<file path="config.mk">
export PLATFORM = sky130hd
export DESIGN_NAME = icyc_seq
export DESIGN_NICKNAME = d
export VERILOG_FILES = /design/src/rtl/icyc_pkg.sv /design/src/rtl/icyc_fsm.sv /design/src/rtl/icyc_xfer_dec.sv /design/src/rtl/icyc_regs.sv /design/src/rtl/icyc_seq.sv
export SDC_FILE = /design/constraint.sdc
export NUM_CORES = 1
export LEC_CHECK = 0
export BUFFER_PORTS_ARGS = -buffer_cell sky130_fd_sc_hd__buf_2
export CORE_MARGIN = 8
export CORE_UTILIZATION = 52
export CTS_BUF_LIST = sky130_fd_sc_hd__clkbuf_8
export CTS_CLUSTER_DIAMETER = 30
export DETAILED_ROUTE_END_ITERATION = 6
export GPL_TIMING_DRIVEN = 0
export PLACE_DENSITY = 0.83
export SLEW_MARGIN = 10
export SYNTH_ARGS = -nofsm -noshare
export SYNTH_HDL_FRONTEND = slang
export SYNTH_HIERARCHICAL = 1
export SYNTH_SLANG_ARGS = --single-unit
</file>
<file path="constraint.sdc">
create_clock -name clk -period 2.4 [get_ports clk]
set_clock_uncertainty 0.05 [all_clocks]
set_input_delay 0.12 -clock clk [delete_from_list [all_inputs] [get_ports clk]]
set_output_delay 0.12 -clock clk [all_outputs]
set_load 0.02 [all_outputs]
</file>
<file path="src/rtl/icyc_pkg.sv">
package icyc_pkg;

    typedef enum logic [3:0] {
        ST_FADDR  = 4'd0,
        ST_FREAD  = 4'd1,
        ST_FLOAD  = 4'd2,
        ST_IADDR  = 4'd3,
        ST_IREAD  = 4'd4,
        ST_ILOAD  = 4'd5,
        ST_EXEC   = 4'd6,
        ST_ISAVE  = 4'd7,
        ST_IWRITE = 4'd8,
        ST_IVEC   = 4'd9
    } cyc_state_e;

    localparam int NUM_UOP = 10;

    typedef struct packed {
        logic mar_from_pc;
        logic mar_from_ira;
        logic mar_from_sp;
        logic mbr_from_mem;
        logic mbr_from_pc;
        logic ir_from_mbr;
        logic ira_from_mbr;
        logic pc_inc;
        logic pc_from_vec;
        logic mem_rd;
        logic mem_wr;
        logic sp_dec;
    } xfer_ctl_t;

    // Register transfers issued by one step; memory loads gated by ready.
    function automatic xfer_ctl_t step_ctl(cyc_state_e st, logic rdy);
        xfer_ctl_t c;
        c = '0;
        case (st)
            ST_FADDR:  c.mar_from_pc  = 1'b1;
            ST_FREAD:  begin
                c.mem_rd       = 1'b1;
                c.mbr_from_mem = rdy;
            end
            ST_FLOAD:  begin
                c.ir_from_mbr = 1'b1;
                c.pc_inc      = 1'b1;
            end
            ST_IADDR:  c.mar_from_ira = 1'b1;
            ST_IREAD:  begin
                c.mem_rd       = 1'b1;
                c.mbr_from_mem = rdy;
            end
            ST_ILOAD:  c.ira_from_mbr = 1'b1;
            ST_ISAVE:  begin
                c.mbr_from_pc = 1'b1;
                c.mar_from_sp = 1'b1;
                c.sp_dec      = 1'b1;
            end
            ST_IWRITE: c.mem_wr      = 1'b1;
            ST_IVEC:   c.pc_from_vec = 1'b1;
            default:   c = '0;
        endcase
        return c;
    endfunction

    function automatic logic is_mem_step(cyc_state_e st);
        return (st == ST_FREAD) || (st == ST_IREAD) || (st == ST_IWRITE);
    endfunction

endpackage

</file>
<file path="src/rtl/icyc_fsm.sv">
module icyc_fsm
    import icyc_pkg::*;
(
    input  logic       clk,
    input  logic       rst,
    input  logic       mem_rdy,
    input  logic       ind_bit,
    input  logic       exec_done,
    input  logic       irq,
    input  logic       int_en,
    output cyc_state_e state
);

    cyc_state_e nxt;
    logic       take_int;

    assign take_int = irq & int_en;

    always_comb begin
        nxt = state;
        case (state)
            ST_FADDR:  nxt = ST_FREAD;
            ST_FREAD:  if (mem_rdy) nxt = ST_FLOAD;
            ST_FLOAD:  nxt = ind_bit ? ST_IADDR : ST_EXEC;
            ST_IADDR:  nxt = ST_IREAD;
            ST_IREAD:  if (mem_rdy) nxt = ST_ILOAD;
            ST_ILOAD:  nxt = ST_EXEC;
            ST_EXEC:   if (exec_done) nxt = take_int ? ST_ISAVE : ST_FADDR;
            ST_ISAVE:  nxt = ST_IWRITE;
            ST_IWRITE: if (mem_rdy) nxt = ST_IVEC;
            ST_IVEC:   nxt = ST_FADDR;
            default:   nxt = ST_FADDR;
        endcase
    end

    always_ff @(posedge clk) begin
        if (rst) state <= ST_FADDR;
        else     state <= nxt;
    end

endmodule

</file>
<file path="src/rtl/icyc_xfer_dec.sv">
module icyc_xfer_dec
    import icyc_pkg::*;
(
    input  cyc_state_e           state,
    input  logic                 mem_rdy,
    output xfer_ctl_t            ctl,
    output logic [NUM_UOP-1:0]   uop
);

    assign ctl = step_ctl(state, mem_rdy);

    for (genvar k = 0; k < NUM_UOP; k++) begin : g_uop
        assign uop[k] = (state == cyc_state_e'(k));
    end

endmodule

</file>
<file path="src/rtl/icyc_regs.sv">
module icyc_regs
    import icyc_pkg::*;
#(
    parameter int             DW       = 16,
    parameter int             AW       = 12,
    parameter logic [AW-1:0]  SVC_ADDR = 12'h040
) (
    input  logic          clk,
    input  logic          rst,
    input  xfer_ctl_t     ctl,
    input  logic [DW-1:0] mem_rdata,
    input  logic [AW-1:0] sp,
    output logic [AW-1:0] pc,
    output logic [AW-1:0] mar,
    output logic [DW-1:0] mbr,
    output logic [DW-1:0] ir
);

    logic [DW-1:0] pc_word;
    assign pc_word = DW'(pc);

    always_ff @(posedge clk) begin
        if (rst) begin
            pc  <= '0;
            mar <= '0;
            mbr <= '0;
            ir  <= '0;
        end else begin
            if (ctl.mar_from_pc)       mar <= pc;
            else if (ctl.mar_from_ira) mar <= ir[AW-1:0];
            else if (ctl.mar_from_sp)  mar <= sp;

            if (ctl.mbr_from_mem)      mbr <= mem_rdata;
            else if (ctl.mbr_from_pc)  mbr <= pc_word;

            if (ctl.ir_from_mbr)       ir <= mbr;
            else if (ctl.ira_from_mbr) ir[AW-1:0] <= mbr[AW-1:0];

            if (ctl.pc_from_vec)       pc <= SVC_ADDR;
            else if (ctl.pc_inc)       pc <= pc + 1'b1;
        end
    end

endmodule

</file>
<file path="src/rtl/icyc_seq.sv">
module icyc_seq
    import icyc_pkg::*;
#(
    parameter int             DW       = 16,
    parameter int             AW       = 12,
    parameter logic [AW-1:0]  SVC_ADDR = 12'h040
) (
    input  logic               clk,
    input  logic               rst,
    input  logic               mem_rdy,
    input  logic [DW-1:0]      mem_rdata,
    input  logic               exec_done,
    input  logic               irq,
    input  logic               int_en,
    input  logic [AW-1:0]      sp,
    output logic [NUM_UOP-1:0] uop,
    output logic               mem_rd,
    output logic               mem_wr,
    output logic [AW-1:0]      mem_addr,
    output logic [DW-1:0]      mem_wdata,
    output logic               sp_dec,
    output logic [AW-1:0]      pc,
    output logic [DW-1:0]      ir
);

    localparam int IND_POS = DW - 1;

    cyc_state_e    state;
    xfer_ctl_t     ctl;
    logic [AW-1:0] mar;
    logic [DW-1:0] mbr;

    icyc_fsm u_fsm (
        .clk       (clk),
        .rst       (rst),
        .mem_rdy   (mem_rdy),
        .ind_bit   (mbr[IND_POS]),
        .exec_done (exec_done),
        .irq       (irq),
        .int_en    (int_en),
        .state     (state)
    );

    icyc_xfer_dec u_dec (
        .state   (state),
        .mem_rdy (mem_rdy),
        .ctl     (ctl),
        .uop     (uop)
    );

    icyc_regs #(
        .DW       (DW),
        .AW       (AW),
        .SVC_ADDR (SVC_ADDR)
    ) u_regs (
        .clk       (clk),
        .rst       (rst),
        .ctl       (ctl),
        .mem_rdata (mem_rdata),
        .sp        (sp),
        .pc        (pc),
        .mar       (mar),
        .mbr       (mbr),
        .ir        (ir)
    );

    assign mem_rd    = ctl.mem_rd;
    assign mem_wr    = ctl.mem_wr;
    assign sp_dec    = ctl.sp_dec;
    assign mem_addr  = mar;
    assign mem_wdata = mbr;

endmodule

</file>
==> results of run 1 <==
==> sequential cells by signal, summed over array words and instances, names as in the netlist <==
| name | cells |
|---|---|
| u_fsm/state | 4 |
| u_regs/pc | 12 |
| u_regs/mar | 12 |
| u_regs/mbr | 16 |
| u_regs/ir | 16 |
==> final cells by class <==
cell class / instances / area share, %
clock inverter: 6 / 2.045
sequential: 60 / 30.68
clock buffer: 10 / 3.516
tap: 72 / 2.301
timing repair buffer: 115 / 16.36
buffer: 35 / 4.954
multi-input combinational: 247 / 39.76
inverter: 4 / 0.3835
==> Yosys cell counts, drive strengths merged (4+ instances only) <==
library cell / count / area share, %
a21o: 11 / 2.8
a21oi: 35 / 5.9
a22oi: 11 / 2.8
buf: 19 / 4.4
clkbuf: 17 / 2.2
dfxtp: 60 / 41
mux2: 12 / 4.6
mux2i: 20 / 6.8
nand2: 44 / 5.6
nand2b: 5 / 1.1
nand3b: 12 / 3.0
nand4: 5 / 1.3
nor2: 37 / 4.7
nor3: 7 / 1.2
nor3b: 6 / 1.7
o21ai: 4 / 0.68
or3: 5 / 1.3
==> power groups by stage <==
| stage | clock network (uW) | logic (uW) | registers [uW] |
|---|---|---|---|
| 4_1_cts | 1010 | 1570 | 1260 |
| 3_5_place_dp | 0 | 1540 | 1280 |
| 6_report | 1000 | 1590 | 1260 |
| 3_3_place_gp | 0 | 1500 | 1270 |
| 2_1_floorplan | 0 | 1020 | 1360 |
| 5_1_grt | 1060 | 1720 | 1280 |
==> worst max path at each step <==
stage	cells after the start	start	to	slack [ns]
5_1_grt	7	u_fsm/state[1]	u_regs/pc[5]	0.003
3_3_place_gp	8	u_fsm/state[2]	u_regs/mbr[7]	0.02
4_1_cts	8	u_fsm/state[2]	u_regs/mbr[9]	0.03
6_report	8	u_fsm/state[1]	u_regs/ir[5]	0.11
2_1_floorplan	8	u_fsm/state[2]	u_regs/mbr[10]	0.09
3_5_place_dp	8	u_fsm/state[2]	u_regs/mbr[11]	-0.04
==> repair_timing <==
item / CTS / global route
hold buffers: 13 / 0
gates cloned: 0 / 0
gates resized for setup: 1 / 3
endpoints found under the hold margin: 13 / 0
endpoints found under the setup margin: 6 / 19
==> worst min-delay path, cell delays in order <==
cell and delay [ns]:
buf_2 0.08, mux2i_1 0.06, nor2_1 0.10
==> kinds of logic after synthesis <==
group	after synthesis
AND/OR/NAND/NOR	134
XOR/XNOR	6
AO/OA/AOI/OAI	74
adder cells (fa/ha/maj)	1
flip-flops	60
buffers and inverters	40
multiplexers	32
==> routing by layer <==
layer / part of all wire [%] / global-route usage [%] / vias up
li1: - / - / 1460
met1: 41 / 26.83 / 1430
met3: 9.4 / 8.066 / 28
met5: 0 / 0 / -
met4: 3.6 / 12.69 / 0
met2: 47 / 35.71 / 189
==> through the flow <==
step | std cells | hold WS (ns) | setup TNS (ns) | setup WS [ns]
global route | 549 | 0.01856 | 0 | 0.002561
finish | 549 | 0.003733 | 0 | 0.1125
floorplan | 347 | 0.1362 | 0 | 0.08669
CTS | 550 | 0.002098 | 0 | 0.03381
global placement | 521 | 0.3035 | 0 | 0.02493
detailed placement | 521 | 0.3072 | -0.1941 | -0.03957
==> impl_metrics.py, run 1 <==
metrics = {
    "synth": {
        "synthDistinctLibCells": 46,
        "synthCells": 347,
        "synthMuxAreaShare_pct": 11.33,
        "synth_fa_ha_area_share_pct": 0.4227,
        "synth_top_family_by_area": "simple AND/OR/NAND/NOR gates",
        "synth_compound_area_share_pct": 15.89,
        "synth_top_flop_cell": "dfxtp_1",
        "synthArstFlopShare_pct": 0,
        "synth-edff-count": 0,
        "synth-xor-area-share_pct": 1.775,
        "synth_area_mm2": 0.002960,
        "syn_nets": 382,
        "yosys.area_share.simple_pct": 22.91,
        "ys_ff_latch": 60,
        "avgSynthCellArea_um2": 8.531,
        "ys_seq_area_share_pct": 40.57,
        "ys_warn_count": 6,
    },
    "pwr": {
        "seqPwrFrac_pct": 32.8,
        "ir_worst_vdd_uv": 750.8,
        "combPwrFrac_pct": 41.3,
        "sw_frac_of_total_pct": 39.76,
        "intPower_uw": 2325,
        "p_leak_uw": 0.001675,
        "total_power_uw": 3860,
        "p_sw_uw": 1535,
        "power_density_mw_per_mm2": 986.0,
        "power.clock.fraction_pct": 25.9,
    },
    "floorplanning": {
        "die_w_um": 91.45,
        "fp.dieH_um": 91.45,
        "start_util_pct": 53.76,
        "top_level_ports": 103,
        "core_mm2": 0.005507,
        "std_cell_rows": 27,
        "dieArea_mm2": 0.008363,
    },
    "detailed_routing": {
        "wl_mm": 9.698,
        "dr.pass1.iters": 5,
        "ant_nets": 0,
        "wire_per_inst_um": 17.66,
        "drtIter0Drc": 258,
        "via_per_inst": 5.659,
        "drcViolationCount": 0,
        "vias": 3107,
    },
    "cts": {
        "cts_buffers": 9,
        "cts-root-buf": "clkbuf_8",
        "clkLatencyLatePin_ns": 0.34,
        "cts-htree-levels": 3,
        "clock_sinks": 60,
        "postCtsSetupRepairBufs": 0,
        "path_clk_slew_ns": 0.07,
        "tritoncts": "built",
        "cts_buffer_depth": 2,
    },
    "placement": {
        "place_hpwl_mm": 6.866,
        "numPortBuffers": 102,
        "post_dp_cell_area_mm2": 0.003561,
        "routabilityCongestion": 0.9118,
    },
    "sta": {
        "relSlewSlack_pct": 54.59,
        "hold_viol": 0,
        "timing.final.setup_violations": 0,
        "worst_pin_slew_ns": 0.6812,
        "timing.fmax_mhz": 437.2,
        "rsz0062_at_grt": "false",
        "period_share_pct": 95.31,
        "slew_viol_final": 0,
        "fin_crit_ns": 2.288,
    },
    "hold_path": {
        "hp-start": "mem_rdata[11]",
        "holdPathEnd": "u_regs/mbr[11]",
        "hold_class": "in -> reg",
        "hold-path-cell-count": 3,
    },
    "setup_path": {
        "crit_arrival_ns": 2.50,
        "cp_top_family": "buffers and inverters",
        "reg2reg_to": "u_regs/ir[5]",
        "start_kind": "flop",
        "slowest_delay_ns": 0.52,
        "required_ns": 2.61,
        "r2r-start": "u_fsm/state[1]",
        "path_cells": "nand2b_1, nor3_1, buf_4, buf_2, or2_2, clkbuf_1, nand2_1, a21oi_1",
        "crit_slowest_cell": "dfxtp_1",
        "crit_fanout": 10,
        "reg2regPathDepth": 8,
        "r2r_setup_slack_ns": 0.11,
        "critPathCaptureType": "flop",
        "path_class": "reg -> reg",
        "crit_buf_inv": 3,
    },
    "run": {
        "drv_cap": 0,
    },
    "final_layout": {
        "fill_cells": 447,
        "syn_to_final_growth_pct": 32.25,
        "final_layout_size_suffix_gt1_share_pct": 32.70,
        "fin_util_pct": 71.10,
        "regArea_mm2": 0.001201,
        "final_nets": 507,
        "antenna_cells": 0,
        "final_cell_mix": "buf_2, dfxtp_1, nand2_1",
        "stdcell_area_mm2": 0.003915,
        "multi_input_area_mm2": 0.001556,
        "final_common_cell": "buf_2",
    },
    "global_routing": {
        "first_global_vias": 2968,
        "antenna_found_initial": 0,
        "grt_pass1_wl_mm": 15.39,
        "grt.total_usage_pct": 22.92,
        "grt_max_degree": 11,
        "grt_overflow": 0,
    },
    "status": {
        "status": "finished clean",
    },
}
Power figures use the tool's default switching activity.
==> inputs of run 2 (changes only) <==
--- a/config.mk
+++ b/config.mk
@@ -13,6 +13,7 @@
 export DETAILED_ROUTE_END_ITERATION = 6
 export GPL_TIMING_DRIVEN = 0
 export PLACE_DENSITY = 0.83
+export RECOVER_POWER = 25
 export SLEW_MARGIN = 10
 export SYNTH_ARGS = -nofsm -noshare
 export SYNTH_HDL_FRONTEND = slang
==> run 2 against run 1 <==
The run now ends with hold timing left. Global-route usage stayed put. Combinational power about the same. Non-clock buffer count did not move. Register-to-register slack about the same. Fmax is 0.55% higher. Worst setup slack better by 0.012 ns. Highest routed layer unchanged.
==> impl_metrics.py, run 2 (synthesis results as in run 1) <==
metrics = {
    "placement": {
        "routabilityCongestion": 0.9118,
        "place_hpwl_mm": 6.866,
        "pre_cts_slack_ns": -0.03957,
        "numPortBuffers": 102,
        "post_dp_cell_area_mm2": 0.003561,
    },
    "setup_path": {
        "r2r-start": "u_fsm/state[1]",
        "reg2reg_to": "u_regs/pc[8]",
        "critPathCaptureType": "flop",
        "slowest_delay_ns": 0.52,
        "crit_buf_inv": 2,
        "path_class": "reg -> reg",
        "cp_top_family": "simple AND/OR/NAND/NOR gates",
        "crit_slowest_cell": "dfxtp_1",
        "required_ns": 2.62,
        "cp_num_cells": 7,
        "reg2regPathDepth": 7,
        "start_kind": "flop",
        "critical_path.startpoint": "u_fsm/state[1]",
        "path_cells": "nand2b_1, nor3_1, clkbuf_2, nand4_2, buf_6, or4_1, a21oi_1",
        "crit_fanout": 10,
        "crit_arrival_ns": 2.49,
        "cp-endpoint": "u_regs/pc[8]",
        "r2r_setup_slack_ns": 0.12,
    },
    "sta": {
        "hold_viol": 1,
        "fin_crit_ns": 2.275,
        "period_share_pct": 94.79,
        "worst_pin_slew_ns": 0.6825,
        "timing.final.setup_violations": 0,
        "setup_ws_ns": 0.1250,
        "slew_viol_final": 0,
        "hold_ws_ns": -0.002660,
        "relSlewSlack_pct": 54.50,
        "rsz0062_at_grt": "false",
        "timing.fmax_mhz": 439.6,
    },
    "final_layout": {
        "syn_to_final_growth_pct": 30.94,
        "final_nets": 507,
        "final_common_cell": "buf_2",
        "reg.largest.list": "u_regs/ir: 16 flops, u_regs/mbr: 16 flops",
        "antenna_cells": 0,
        "final_layout_size_suffix_gt1_share_pct": 26.21,
        "multi_input_area_mm2": 0.001556,
        "final_cell_mix": "buf_2, dfxtp_1, clkbuf_1",
        "regArea_mm2": 0.001201,
        "fill_cells": 470,
        "stdcell_area_mm2": 0.003876,
    },
    "detailed_routing": {
        "vias": 3081,
        "drcViolationCount": 0,
        "ant_nets": 0,
        "drtIter0Drc": 271,
        "dr.pass1.iters": 5,
        "via_per_inst": 5.612,
        "wire_per_inst_um": 17.73,
        "wl_mm": 9.734,
    },
    "pwr": {
        "power_density_mw_per_mm2": 994.6,
        "ir_worst_vdd_uv": 747.1,
        "p_leak_uw": 0.001541,
    },
    "floorplanning": {
        "dieArea_mm2": 0.008363,
        "std_cell_rows": 27,
        "top_level_ports": 103,
        "die_w_um": 91.45,
        "start_util_pct": 53.76,
        "fp.dieH_um": 91.45,
        "core_mm2": 0.005507,
    },
    "cts": {
        "cts_buffers": 9,
        "clkLatencyLatePin_ns": 0.35,
        "tritoncts": "built",
        "clock_sinks": 60,
        "path_clk_slew_ns": 0.07,
        "cts_buffer_depth": 2,
        "cts-root-buf": "clkbuf_8",
        "cts-htree-levels": 3,
    },
    "global_routing": {
        "grt_overflow": 0,
        "grt_max_degree": 11,
        "antenna_found_initial": 0,
        "grt.total_usage_pct": 22.92,
        "grt_pass1_wl_mm": 15.39,
        "first_global_vias": 2968,
    },
    "status": {
        "failed_checks": "hold timing",
        "status": "finished with violations",
    },
    "hold_path": {
        "hold_class": "in -> reg",
        "hold-path-cell-count": 3,
    },
    "run": {
        "drv_cap": 0,
    },
}
-- run 2: per-stage QoR --
stage | std cells | setup TNS (ns) | util [%] | total power [uW]
finish | 549 | 0 | 70.39 | 3855
global route | 549 | 0 | 70.39 | 4044
CTS | 550 | 0 | 71.03 | 3834
detailed placement | 521 | -0.1941 | 64.67 | 2817
global placement | 521 | 0 | 64.67 | 2774
floorplan | 347 | 0 | - | 2371
-- run 2: report_power, final --
| part | switching, uW | internal (uW) | total [uW] |
|---|---|---|---|
| Clock | 403 | 603 | 1010 |
| Combinational | 991 | 591 | 1580 |
| Sequential | 151 | 1120 | 1270 |
| Total | 1550 | 2310 | 3860 |
-- run 2: worst register-to-register path, cell delays in order (launching register included) --
cell and delay [ns]:
dfxtp_1 0.52, nand2b_1 0.13, nor3_1 0.31, clkbuf_2 0.27, nand4_2 0.13, buf_6 0.18
or4_1 0.47, a21oi_1 0.16
-- run 2: worst min path at each step --
stage,start,end,slack (ns)
global placement,mem_rdata[0],u_regs/mbr[0],0.30
CTS,mem_rdata[4],u_regs/mbr[4],0.002
global route,mem_rdata[4],u_regs/mbr[4],0.02
floorplan,rst,u_fsm/state[1],0.14
finish,mem_rdata[11],u_regs/mbr[11],-0.003
detailed placement,mem_rdata[15],u_regs/mbr[15],0.31
-- run 2: layout make-up --
type,instances,area share (%)
Buffer,35,5.003
Clock buffer,10,3.551
Clock inverter,6,2.066
Inverter,4,0.3873
Multi-Input combinational cell,247,40.15
Sequential cell,60,30.99
Tap cell,72,2.324
Timing Repair Buffer,115,15.53
-- run 2: timing repair --
| item | in CTS | in global routing |
|---|---|---|
| pin swaps | 0 | 0 |
| buffers inserted | 0 | 0 |
| resized for setup | 1 | 3 |
| endpoints found under the hold margin | 13 | 0 |
| hold buffers | 13 | 0 |
| setup endpoints to repair | 6 | 19 |
-- run 2: layer usage --
layer  share of wire, %  GRT usage, %
met5                  0             0
met4                3.3         12.69
met3                 10         8.066
met2                 46         35.71
met1                 41         26.83
==> inputs of run 3 (changes only) <==
--- a/config.mk
+++ b/config.mk
@@ -12,6 +12,7 @@
 export CTS_CLUSTER_DIAMETER = 30
 export DETAILED_ROUTE_END_ITERATION = 6
 export GPL_TIMING_DRIVEN = 0
+export MAX_ROUTING_LAYER = met4
 export PLACE_DENSITY = 0.83
 export RECOVER_POWER = 25
 export SLEW_MARGIN = 10
==> run 3 against run 2 <==
The flow still finishes with violations (hold timing). Die area unchanged. Fmax shrank 1.2%. Global-route usage is 0.61 points higher. Utilization unchanged. Clock power about the same. Sequential share of layout area unchanged. Cell area unchanged. Final cell count unchanged. Critical endpoint is now u_regs/mar[1].
==> impl_metrics.py, run 3 (synthesis results as in run 1) <==
metrics = {
    "cts": {
        "postCtsSetupRepairBufs": 0,
        "cts_buffer_depth": 2,
        "cts-htree-levels": 3,
        "tritoncts": "built",
        "cts_buffers": 9,
        "clock_sinks": 60,
        "clkLatencyLatePin_ns": 0.34,
        "path_clk_slew_ns": 0.07,
        "cts-root-buf": "clkbuf_8",
    },
    "floorplanning": {
        "fp.dieH_um": 91.45,
        "std_cell_rows": 27,
        "core_mm2": 0.005507,
        "start_util_pct": 53.76,
        "dieArea_mm2": 0.008363,
        "die_w_um": 91.45,
        "top_level_ports": 103,
    },
    "final_layout": {
        "final_nets": 507,
        "final_common_cell": "buf_2",
        "syn_to_final_growth_pct": 30.94,
        "reg.largest.list": "u_regs/ir: 16 flops, u_regs/mbr: 16 flops",
        "final_layout_size_suffix_gt1_share_pct": 26.21,
        "stdcell_area_mm2": 0.003876,
        "final_cell_mix": "buf_2, dfxtp_1, clkbuf_1",
        "antenna_cells": 0,
        "fin_util_pct": 70.39,
    },
    "sta": {
        "fin_crit_ns": 2.302,
        "worst_pin_slew_ns": 0.7067,
        "relSlewSlack_pct": 52.89,
        "hold_ws_ns": -0.002879,
        "rsz0062_at_grt": "false",
        "timing.fmax_mhz": 434.4,
        "timing.final.setup_violations": 0,
        "slew_viol_final": 0,
        "hold_viol": 1,
        "period_share_pct": 95.93,
        "tns_ns": 0,
    },
    "status": {
        "failed_checks": "hold timing",
        "status": "finished with violations",
    },
    "global_routing": {
        "grt.total_usage_pct": 23.52,
        "antenna_found_initial": 0,
        "grt_max_degree": 11,
        "grt_overflow": 0,
        "grt_pass1_wl_mm": 15.38,
        "first_global_vias": 2968,
    },
    "detailed_routing": {
        "wl_mm": 9.772,
        "ant_nets": 0,
        "wire_per_inst_um": 17.80,
        "drcViolationCount": 0,
        "dr.pass1.iters": 5,
        "drtIter0Drc": 258,
        "via_per_inst": 5.667,
        "vias": 3111,
    },
    "setup_path": {
        "slowest_delay_ns": 0.63,
        "cp_top_family": "buffers and inverters",
        "crit_buf_inv": 2,
        "crit_slowest_cell": "nor4_1",
        "path_cells": "nor4_1, clkbuf_1, buf_1, a22oi_1, a21oi_1",
        "crit_fanout": 10,
        "path_class": "reg -> reg",
        "r2r_setup_slack_ns": 0.1,
        "critPathCaptureType": "flop",
        "start_kind": "flop",
        "required_ns": 2.61,
        "crit_arrival_ns": 2.51,
    },
    "pwr": {
        "total_power_uw": 3855,
        "p_leak_uw": 0.001541,
        "power_density_mw_per_mm2": 994.5,
        "ir_worst_vdd_uv": 751.7,
    },
    "run": {
        "drv_cap": 0,
    },
    "placement": {
        "post_dp_cell_area_mm2": 0.003561,
        "numPortBuffers": 102,
        "routabilityCongestion": 0.9276,
        "place_hpwl_mm": 6.866,
    },
    "hold_path": {
        "hold_class": "in -> reg",
    },
}
run 3: final timing paths:
kind | from | to | cells past startpoint
hold / removal | mem_rdata[11] | u_regs/mbr[11] | 3
setup reg to reg | u_fsm/state[1] | u_regs/mar[1] | 5
setup / recovery | u_fsm/state[1] | u_regs/mar[1] | 5
hold reg to reg | u_regs/mar[9] | u_regs/mar[9] | 2
run 3: repair_timing:
action,in CTS,in global routing
hold buffers,13,0
resized for setup,1,3
pin swaps,0,0
cloned,0,0
endpoints found under the hold margin,13,0
endpoints found under the setup margin,6,19
run 3: metal layers:
layer	vias to the layer above	wire, um	track usage (%)
met4	0	368	13.92
met1	1421	3973	27.12
met5	-	0	-
li1	1466	-	-
met3	30	970	6.502
met2	194	4461	35.71
run 3: layout make-up:
| class | count | area, um^2 |
|---|---|---|
| sequential | 60 | 1201 |
| tap | 72 | 90.09 |
| buffer | 35 | 193.9 |
| clock buffer | 10 | 137.6 |
| fill | 470 | 1630 |
| multi-input combinational | 247 | 1556 |
| clock inverter | 6 | 80.08 |
| timing repair buffer | 115 | 601.8 |
| inverter | 4 | 15.01 |
run 3: through the flow:
| step | setup WS, ns | std cells |
|---|---|---|
| global placement | 0.02493 | 521 |
| detailed placement | -0.03957 | 521 |
| global route | 0.002470 | 549 |
| floorplan | 0.08669 | 347 |
| finish | 0.09774 | 549 |
| CTS | 0.03381 | 550 |
run 3: report_power, final:
part           switching (uW)  leakage, uW  internal [uW]
Clock                     401     0.000115            604
Sequential                151     0.000486           1120
Combinational             993     0.000940            591
run 3: worst reg2reg max path, delay by kind of cell (launching register included):
| family | cells | cell delay, ns |
|---|---|---|
| buf+inv | 2 | 0.76 |
| flops | 1 | 0.41 |
| compound gates | 2 | 0.38 |
| simple gates | 1 | 0.63 |
